$ cat config.mk
export PLATFORM = sky130hd
export DESIGN_NAME = fu_dispatch
export DESIGN_NICKNAME = d
export VERILOG_FILES = /design/src/rtl/dispatch_pkg.sv /design/src/rtl/dispatch_ctrl.sv /design/src/rtl/dispatch_path.sv /design/src/rtl/fu_dispatch.sv
export SDC_FILE = /design/constraint.sdc
export NUM_CORES = 1
export LEC_CHECK = 0
export BUFFER_PORTS_ARGS = -buffer_cell sky130_fd_sc_hd__buf_2
export CORE_AREA = 3 3 40 42
export DETAILED_ROUTE_END_ITERATION = 6
export DIE_AREA = 0 0 43 45
export GPL_TIMING_DRIVEN = 0
export HOLD_SLACK_MARGIN = 0.1
export PLACE_DENSITY = 0.62
export SLEW_MARGIN = 10
export SYNTH_ARGS = -nofsm -noshare
export SYNTH_HDL_FRONTEND = slang
export SYNTH_SLANG_ARGS = --single-unit
$ cat constraint.sdc
create_clock -name clk -period 2 [get_ports clk]
set_clock_uncertainty 0.2 [all_clocks]
set_input_delay 0.3 -clock clk [delete_from_list [all_inputs] [get_ports clk]]
set_output_delay 0.3 -clock clk [all_outputs]
set_load 0.01 [all_outputs]
$ cat src/rtl/dispatch_pkg.sv
package dispatch_pkg;

  typedef enum logic [2:0] {
    ST_IDLE     = 3'd0,
    ST_ISSUE    = 3'd1,
    ST_WAITRISE = 3'd2,
    ST_WAITFALL = 3'd3,
    ST_FLAG     = 3'd4
  } ctrlState_t;

  typedef struct packed {
    logic latchEn;
    logic issueEn;
  } strobe_t;

endpackage

$ cat src/rtl/dispatch_ctrl.sv
module dispatch_ctrl
  import dispatch_pkg::*;
(
  input  logic    clk,
  input  logic    rst,
  input  logic    instValid,
  input  logic    anyMatch,
  input  logic    selBusy,
  output logic    instReady,
  output logic    illegalInst,
  output strobe_t strobes
);

  ctrlState_t stateQ, stateD;

  always_comb begin
    stateD = stateQ;
    unique case (stateQ)
      ST_IDLE:     if (instValid) stateD = anyMatch ? ST_ISSUE : ST_FLAG;
      ST_ISSUE:    stateD = ST_WAITRISE;
      ST_WAITRISE: if (selBusy) stateD = ST_WAITFALL;
      ST_WAITFALL: if (!selBusy) stateD = ST_IDLE;
      ST_FLAG:     stateD = ST_IDLE;
      default:     stateD = ST_IDLE;
    endcase
  end

  always_ff @(posedge clk) begin
    if (rst) stateQ <= ST_IDLE;
    else     stateQ <= stateD;
  end

  assign instReady       = (stateQ == ST_IDLE);
  assign illegalInst     = (stateQ == ST_FLAG);
  assign strobes.latchEn = (stateQ == ST_IDLE) && instValid;
  assign strobes.issueEn = (stateQ == ST_ISSUE);


  illegal_pulse_chk: assert property (@(posedge clk) disable iff (rst)
    illegalInst |=> (!illegalInst && instReady));


  wait_done_chk: assert property (@(posedge clk) disable iff (rst)
    (stateQ == ST_WAITFALL && !selBusy) |=> instReady);

endmodule

$ cat src/rtl/dispatch_path.sv
module dispatch_path
  import dispatch_pkg::*;
#(
  parameter int NUM_UNITS = 5,
  localparam int IDX_W = (NUM_UNITS > 1) ? $clog2(NUM_UNITS) : 1
) (
  input  logic                 clk,
  input  logic                 rst,
  input  strobe_t              strobes,
  input  logic [NUM_UNITS-1:0] instMask,
  input  logic [NUM_UNITS-1:0] unitBusy,
  output logic                 anyMatch,
  output logic                 selBusy,
  output logic [NUM_UNITS-1:0] unitIssue
);

  logic [IDX_W-1:0] winIdx;
  logic [IDX_W-1:0] selIdxQ;

  // lowest set bit wins: scan from the top so the lowest overwrites
  always_comb begin
    winIdx = '0;
    for (int i = NUM_UNITS - 1; i >= 0; i--) begin
      if (instMask[i]) winIdx = IDX_W'(i);
    end
  end

  assign anyMatch = |instMask;

  always_ff @(posedge clk) begin
    if (rst)                  selIdxQ <= '0;
    else if (strobes.latchEn) selIdxQ <= winIdx;
  end

  always_comb begin
    selBusy = 1'b0;
    for (int i = 0; i < NUM_UNITS; i++) begin
      if (selIdxQ == IDX_W'(i)) selBusy = unitBusy[i];
    end
  end

  generate
    for (genvar g = 0; g < NUM_UNITS; g++) begin : g_issue
      assign unitIssue[g] = strobes.issueEn && (selIdxQ == IDX_W'(g));
    end
  endgenerate


  issue_onehot_chk: assert property (@(posedge clk) disable iff (rst)
    $onehot0(unitIssue));


  issue_single_chk: assert property (@(posedge clk) disable iff (rst)
    (|unitIssue) |=> !(|unitIssue));

endmodule

$ cat src/rtl/fu_dispatch.sv
module fu_dispatch
  import dispatch_pkg::*;
#(
  parameter int NUM_UNITS = 5
) (
  input  logic                 clk,
  input  logic                 rst,
  input  logic                 instValid,
  input  logic [NUM_UNITS-1:0] instMask,
  output logic                 instReady,
  input  logic [NUM_UNITS-1:0] unitBusy,
  output logic [NUM_UNITS-1:0] unitIssue,
  output logic                 illegalInst
);

  strobe_t strobes;
  logic    anyMatch;
  logic    selBusy;

  dispatch_ctrl i_ctrl (
    .clk        (clk),
    .rst        (rst),
    .instValid  (instValid),
    .anyMatch   (anyMatch),
    .selBusy    (selBusy),
    .instReady  (instReady),
    .illegalInst(illegalInst),
    .strobes    (strobes)
  );

  dispatch_path #(.NUM_UNITS(NUM_UNITS)) i_path (
    .clk      (clk),
    .rst      (rst),
    .strobes  (strobes),
    .instMask (instMask),
    .unitBusy (unitBusy),
    .anyMatch (anyMatch),
    .selBusy  (selBusy),
    .unitIssue(unitIssue)
  );


  accept_issue_chk: assert property (@(posedge clk) disable iff (rst)
    (instValid && instReady && (|instMask)) |=> ($countones(unitIssue) == 1));


  accept_illegal_chk: assert property (@(posedge clk) disable iff (rst)
    (instValid && instReady && !(|instMask)) |=> (illegalInst && !(|unitIssue)));


  issue_not_ready_chk: assert property (@(posedge clk) disable iff (rst)
    (|unitIssue) |-> !instReady);

endmodule

==> results.txt <==
outcome - completed
Area Overhead vs Synth - 37.9%
Vias - 451
core footprint - 1280 um^2
critical path's top delay family - simple AND/OR/NAND/NOR gates
Hold Violations, Final - 0
slew of the pin with the lowest slew margin - 0.418 ns
first-pass GRT wire length - 1370 um
PwrDens - 661 nW/um^2
worst path cell trace - nand2b_1, nor3_1, nand2_1, nor2_1, buf_2
clock share of power - 33.9%
routed len/inst - 9.90 um
share of cells above drive strength 1 - 35.5%
final wirelength - 901 um
row cnt - 13
Pint - 243 uW
Num CTS Buffers - 3
Syn Inst Count - 53
final setup TNS - 0 ns
most common cell after layout, fill and taps aside - buf_2
clk_lat worst skew - 0.25 ns
leakage - 0.238 nW
Arr. time, crit path - 1.36 ns
post-CTS setup buffers - 0
Fmax - 0.539 GHz
most frequent cells in the layout - buf_2, nor2_1, nand2_1, dfxtp_1, nor3_1
Hold Crit Class - in2reg
CTS H-tree depth - 1
Crit Path Max Fanout - 6
crit path max-delay cell type - dfxtp_1
Reg power frac - 38.5%
Clock transition at path regs - 0.05 ns
initial antenna violation count - 0
Max stage delay on crit path - 0.40 ns
largest vdd supply drop - 0.226 mV
Avg Cell Area, Syn - 7.29 um^2
CTS resizes - 0
Clock Tree Root - clkbuf_4
kind of critical path - reg2out
crit share post-route - 92.8%
Slew Limit Fails - 0
register area share after synthesis - 31.1%
Antenna diodes - 0
vias in the first global route - 332
pin count of the biggest net entering global routing - 10
number of synthesized register bits - 6
DRC Markers - 0
Clock Sinks - 6
chip height - 45 um
Max Buffers Root-to-Sink - 2
total chip power - 352 uW
crit start category - register
mapped cell area - 387 um^2
max_slew headroom - 71.8%
antenna viol nets, final - 0
RSZ-0062 raised after global routing - false
sw power - 109 uW
1st-pass router iterations - 6
Routability Congestion - 0.806
count of final setup violators - 0
Max-cap violations - 0
Die ar. - 1940 um^2
Required @ worst endpoint - 1.50 ns
port buffer count - 19
Die X-Extent - 43 um
number of primary I/O pins - 20
CTS tree - built
Initial Util - 30.1%
vias per inst - 4.96
drt first-iter violations - 17
Total Nets Final - 91
Cell variety after synth - 27
CP bufs+invs - 1
GRT Overall Usage - 9.59%
fraction of power spent switching nets - 31.0%
total gr overflow - 0
syn_nets - 66
Comb power frac - 27.6%
Final min period - 1.86 ns
Critical Path Sink Type - output port
Yosys Warn Count - 0
Layout Utilization - 41.5%
[power by group through the flow]
stage / clock (mW) / sequential [mW] / combinational, mW
CTS: 0.121 / 0.136 / 0.0983
global route: 0.127 / 0.137 / 0.109
global placement: 0 / 0.138 / 0.0963
finish: 0.119 / 0.136 / 0.0973
detailed placement: 0 / 0.138 / 0.0963
floorplan: 0 / 0.137 / 0.0640
[worst min-delay path, delay by kind of cell]
| family | cells | cell delay (ns) |
|---|---|---|
| AO/OA/AOI/OAI | 1 | 0.06 |
| buffers and inverters | 1 | 0.10 |
| AND/OR/NAND/NOR | 1 | 0.06 |
[logic make-up after synthesis]
| logic type | after synthesis | synth area share [%] |
|---|---|---|
| AND/OR/NAND/NOR | 31 | 41.8 |
| multiplexers | 1 | 2.91 |
| AO/OA/AOI/OAI | 10 | 17.2 |
| buffers and inverters | 5 | 7.12 |
| flip-flops | 6 | 31.1 |
[final timing paths]
check / start / end / slack (ns) / depth (start not counted)
worst max-delay path: i_ctrl.stateQ[0] / unitIssue[2] / 0.14 / 5
worst min-delay path: instMask[4] / i_path.selIdxQ[2] / 0.12 / 3
worst max register to register: i_ctrl.stateQ[1] / i_path.selIdxQ[0] / 0.20 / 5
worst min register to register: i_ctrl.stateQ[0] / i_ctrl.stateQ[1] / 0.31 / 1
[cell usage after synthesis]
cell	instances	share of area [%]
mux2_2	1	2.9
a21oi_1	3	3.9
a41oi_1	1	2.3
a31o_2	1	2.3
buf_6	1	2.9
a21oi_2	1	2.3
nor4_1	2	3.2
a31oi_1	1	1.6
nor3_1	4	5.2
nor4b_1	1	2.3
and2_1	1	1.6
o21ai_0	2	2.6
nor3b_1	1	1.9
clkbuf_1	2	1.9
nand2b_1	2	3.2
or4b_1	1	2.6
or3_1	1	1.6
inv_1	1	0.97
and3_1	1	1.6
nand3_1	1	1.3
nand4_1	1	1.6
nor2_1	8	7.8
dfxtp_1	6	31
nand2_1	6	5.8
a2bb2oi_1	1	2.3
nand3b_1	1	1.9
buf_2	1	1.3
[stage by stage]
stage          hold WS [ns]  instance area [um^2]  cells  worst slack [ns]
2_1_floorplan         0.162                   387     53             0.251
3_3_place_gp          0.301                   500     87             0.203
3_5_place_dp          0.315                   500     87             0.200
4_1_cts               0.111                   533     91             0.126
5_1_grt               0.125                   533     91            0.0196
6_report              0.116                   533     91             0.145
[final cells by class]
type	count	area, um^2
Fill cell	137	752
Clock buffer	3	22.5
Timing Repair Buffer	20	105
Tap cell	15	18.8
Buffer	4	23.8
Sequential cell	6	120
Multi-Input combinational cell	42	239
Inverter	1	3.75
[timing repair]
action                     in CTS  in global routing
hold buffers                    1                  0
setup endpoints to repair       0                  0
hold endpoints to repair        3                  0
[registers in the layout (all words and copies together), names as in the netlist]
name            flops
i_ctrl.stateQ       3
i_path.selIdxQ      3
[layer usage]
| metal | vias to the layer above | track usage [%] | part of all wire (%) |
|---|---|---|---|
| met1 | 186 | 14.0 | 45 |
| met3 | 3 | 1.20 | 12 |
| met5 | - | 0 | 0 |
| met4 | 0 | 9.04 | 3.0 |
| met2 | 25 | 11.7 | 40 |
| li1 | 237 | - | - |
Note: power is estimated with default switching activity, not from simulation.
